**src/rtl/quad_dbuf_regbank.sv**
```systemverilog
module quad_dbuf_regbank #(
  parameter int W = 8,
  parameter int N = 4
) (
  input  logic           clk,
  input  logic           rst_n,
  input  logic [W-1:0]   bus_d,
  input  logic [1:0]     chan_sel,
  input  logic           wr_n,
  input  logic           ld_n,
  output logic [N*W-1:0] code_o
);
  localparam int AW = 2;

  logic [1:0]   wr_sy, ld_sy;
  logic [W-1:0] d_p1, d_p2;
  logic [AW-1:0] a_p1, a_p2;

  always_ff @(posedge clk or negedge rst_n) begin
    if (!rst_n) begin
      wr_sy <= 2'b11;
      ld_sy <= 2'b11;
      d_p1  <= '0;
      d_p2  <= '0;
      a_p1  <= '0;
      a_p2  <= '0;
    end else begin
      wr_sy <= {wr_sy[0], wr_n};
      ld_sy <= {ld_sy[0], ld_n};
      d_p1  <= bus_d;
      d_p2  <= d_p1;
      a_p1  <= chan_sel;
      a_p2  <= a_p1;
    end
  end

  wire wr_q = wr_sy[1];
  wire ld_q = ld_sy[1];

  for (genvar ch = 0; ch < N; ch++) begin : g_ch
    logic [W-1:0] in_r, dac_r;
    wire          hit  = !wr_q && (a_p2 == AW'(ch));
    wire [W-1:0]  view = hit ? d_p2 : in_r;

    always_ff @(posedge clk or negedge rst_n) begin
      if (!rst_n) begin
        in_r  <= '0;
        dac_r <= '0;
      end else begin
        if (hit)   in_r  <= d_p2;
        if (!ld_q) dac_r <= view;
      end
    end

    assign code_o[ch*W +: W] = ld_q ? dac_r : view;
  end
endmodule

```
**config.mk**
```make
export PLATFORM = sky130hd
export DESIGN_NAME = quad_dbuf_regbank
export DESIGN_NICKNAME = d
export VERILOG_FILES = /design/src/rtl/quad_dbuf_regbank.sv
export SDC_FILE = /design/constraint.sdc
export NUM_CORES = 1
export LEC_CHECK = 0
export BUFFER_PORTS_ARGS = -buffer_cell sky130_fd_sc_hd__buf_2
export CORE_ASPECT_RATIO = 0.8
export CORE_UTILIZATION = 40
export CTS_CLUSTER_DIAMETER = 200
export DETAILED_ROUTE_END_ITERATION = 10
export SYNTH_ARGS = -nofsm -noshare
export SYNTH_HDL_FRONTEND = slang
export SYNTH_SLANG_ARGS = --single-unit
export TNS_END_PERCENT = 20
```
**constraint.sdc**
```tcl
create_clock -name clk -period 2.8 [get_ports clk]
set_input_delay 0.14 -clock clk [delete_from_list [all_inputs] [get_ports clk]]
set_output_delay 0.14 -clock clk [all_outputs]
set_load 0.01 [all_outputs]
```
==> impl_metrics.env <==
export IMPL_detail_route_vias_per_cell=4.512
export IMPL_ys_ff_latch=88
export IMPL_cts_resized=0
export IMPL_cts_tree="done"
export IMPL_grt_pass1_vias=1653
export IMPL_worst_path_max_fanout=8
export IMPL_numPortBuffers=45
export IMPL_clk_latency_ns=0.36
export IMPL_grt_max_degree=89
export IMPL_power_leakage_uw=0.001724
export IMPL_critPathTopFamily="multiplexers"
export IMPL_drc_errors=0
export IMPL_dieWidth_um=100.1
export IMPL_nets=273
export IMPL_ys_seq_area_frac=0.7168
export IMPL_hold_viol_final=14
export IMPL_syn_inst=196
export IMPL_post_route_min_period_ns=2.347
export IMPL_diodes=0
export IMPL_slew_violations=0
export IMPL_power_density_nw_per_um2=746.2
export IMPL_htreeDepth=3
export IMPL_cts_buffers=9
export IMPL_required_ns=2.66
export IMPL_path_class="reg -> out"
export IMPL_rows=28
export IMPL_cap_violations=0
export IMPL_dp_hpwl_mm=3.152
export IMPL_rsz0062_at_grt="no"
export IMPL_finalCritPeriodShare=0.8381
export IMPL_die_y_um=80.48
export IMPL_initial_core_util=0.4146
export IMPL_fin_area_um2=3711
export IMPL_dr_pass1_iters=3
export IMPL_end_kind="primary output"
export IMPL_track_usage=0.1472
export IMPL_grt_pass1_wl_mm=8.542
export IMPL_nFillCells=680
export IMPL_ir_drop_mv=0.3308
export IMPL_wl_mm=5.216
export IMPL_clock_skew_ns=0.01244
export IMPL_antenna_found_initial=0
export IMPL_fmax_ghz=0.4261
export IMPL_ioPinCount=46
export IMPL_synth_cell_type_count=15
export IMPL_worstPathArrival_ns=2.21
export IMPL_syn_nets=210
export IMPL_r2r_setup_slack_ns=0.98
export IMPL_worst_path_buf_inv=1
export IMPL_cts_sinks=88
export IMPL_clk_path_buf_depth=2
export IMPL_syn_area_um2=3079
export IMPL_wl_per_cell_um=14.14
export IMPL_slew_headroom=0.2727
export IMPL_hold_path_class="in -> async"
export IMPL_post_cts_setup_buffers=0
export IMPL_drive_gt1_frac=0.4432
export IMPL_path_cells="or3b_1 -> mux2_4 -> mux2_2 -> buf_2"
export IMPL_crit_slowest_cell="or3b_1"
export IMPL_clk_pin_slew_worst_paths_ns=0.09
export IMPL_clock_root_buffer="clkbuf_8"
export IMPL_avgSynthCellArea_um2=15.71
export IMPL_dpl_cell_area_um2=3420
export IMPL_dr_first_iter_drc_count=75
export IMPL_dieArea_um2=8055
export IMPL_grt_ovfl_total=0
export IMPL_hold_slack_ns=-0.03732
export IMPL_status="finished with violations"
export IMPL_max_stage_delay_ns=0.61
export IMPL_setup_viol=0
export IMPL_area_delta_synth_final_pct=20.52
export IMPL_ant_nets=0
export IMPL_final_setup_tns_ns=0
export IMPL_worstMarginPinSlew_ns=1.091
export IMPL_num_vias=1665
export IMPL_core_area_um2=7427
export IMPL_ys_warnings_count=0
export IMPL_gp_congestion=0.6478
export IMPL_start_kind="flip-flop"
export IMPL_violations="negative hold slack"
## report_power, final
part,internal [uW],leakage [uW],switching [uW]
clock,327,0.0000870,443
combinational,237,0.000599,223
sequential,1470,0.00104,69.8
## synthesized netlist by cell type
cell      count  area [um2]
nand2_1      24       90.09
buf_1         1       3.750
dfrtp_1      84        2102
nor2b_1       8       50.05
mux2_4        8       120.1
clkbuf_1      5       18.77
or3b_1        1       8.760
or3b_2        1       8.760
nand3b_1      1       7.510
buf_6         1       11.26
mux2_2       40       450.4
nor3_2        1       10.01
nor3b_2       1       12.51
a21oi_1      16       80.08
dfstp_2       4       105.1
## through the flow
stage          power (uW)  hold slack, ns  cells  setup slack, ns    util
4_1_cts              2814         0.01108    369           0.4270  0.4997
3_5_place_dp         2019          0.2485    341           0.8399  0.4604
3_3_place_gp         2010          0.2446    341           0.8603  0.4604
2_1_floorplan        1832         -0.1556    196            1.160       -
6_report             2769        -0.03732    369           0.4534  0.4997
5_1_grt              2921         0.04130    369           0.3551  0.4997
## worst paths after layout
check,start,end,cells past startpoint
max in group asynchronous,rst_n,g_ch[1].in_r[1]$_DFF_PN0_,1
worst max register to register,a_p2[0]$_DFF_PN0_,g_ch[1].dac_r[4]$_DFF_PN0_,3
worst min register to register,d_p1[3]$_DFF_PN0_,d_p2[3]$_DFF_PN0_,0
worst min-delay path,rst_n,g_ch[0].dac_r[2]$_DFF_PN0_,1
min in group clk,d_p1[3]$_DFF_PN0_,d_p2[3]$_DFF_PN0_,0
worst max-delay path,a_p2[0]$_DFF_PN0_,code_o[15],4
## kinds of logic after synthesis
group                  after synthesis  synth area share
buffers and inverters                7           0.01097
AO/OA/AOI/OAI                       16           0.02601
multiplexers                        48            0.1853
flip-flops                          88            0.7168
AND/OR/NAND/NOR                     37           0.06095
## layout make-up
cell class,instances,area [um2],share of cell area
sequential,88,2207,0.5947
timing repair buffer,59,362.8,0.09777
multi-input combinational,101,838.3,0.2259
clock buffer,10,127.6,0.03439
clock inverter,6,43.79,0.01180
tap,105,131.4,0.03540
## metal layers
layer	vias to the layer above	GRT usage	routed length, um	part of all wire
met5	-	0	0	0
met4	0	0.06087	84	0.016
met3	9	0.05570	260	0.050
met2	44	0.1979	2073	0.40
met1	823	0.2115	2798	0.54
li1	789	-	-	-
## sequential cells by signal (all words and copies together), names as in the netlist
name and cells:
a_p1 2, a_p2 2, d_p1 8, d_p2 8
g_ch.dac_r 32, g_ch.in_r 32, ld_sy 2, wr_sy 2
## repair_timing
item | CTS | global route
hold buffers | 12 | 0
hold endpoints to repair | 12 | 0
endpoints found under the setup margin | 0 | 0
## worst register-to-register path, cell delays in order, from the launching register on
cell     delay [ns]
dfrtp_1        0.44
or3b_1         0.61
mux2_4         0.39
mux2_2         0.27
## cells in the final DEF (no fill, tap or decap)
cell type,n
dfrtp_1,84
buf_2,44
mux2_2,40
nand2_1,24
a21oi_1,16
dlygate4sd3_1,12
clkbuf_8,9
nor2b_1,8
mux2_4,8
dfstp_2,4
buf_4,3
clkinv_2,2
inv_6,2
nand3b_1,1
nor3b_2,1
or3b_2,1
or3b_1,1
nor3_2,1
clkbuf_1,1
clkinvlp_4,1
clkinv_4,1
No activity file was read; power rests on OpenSTA's default activity.
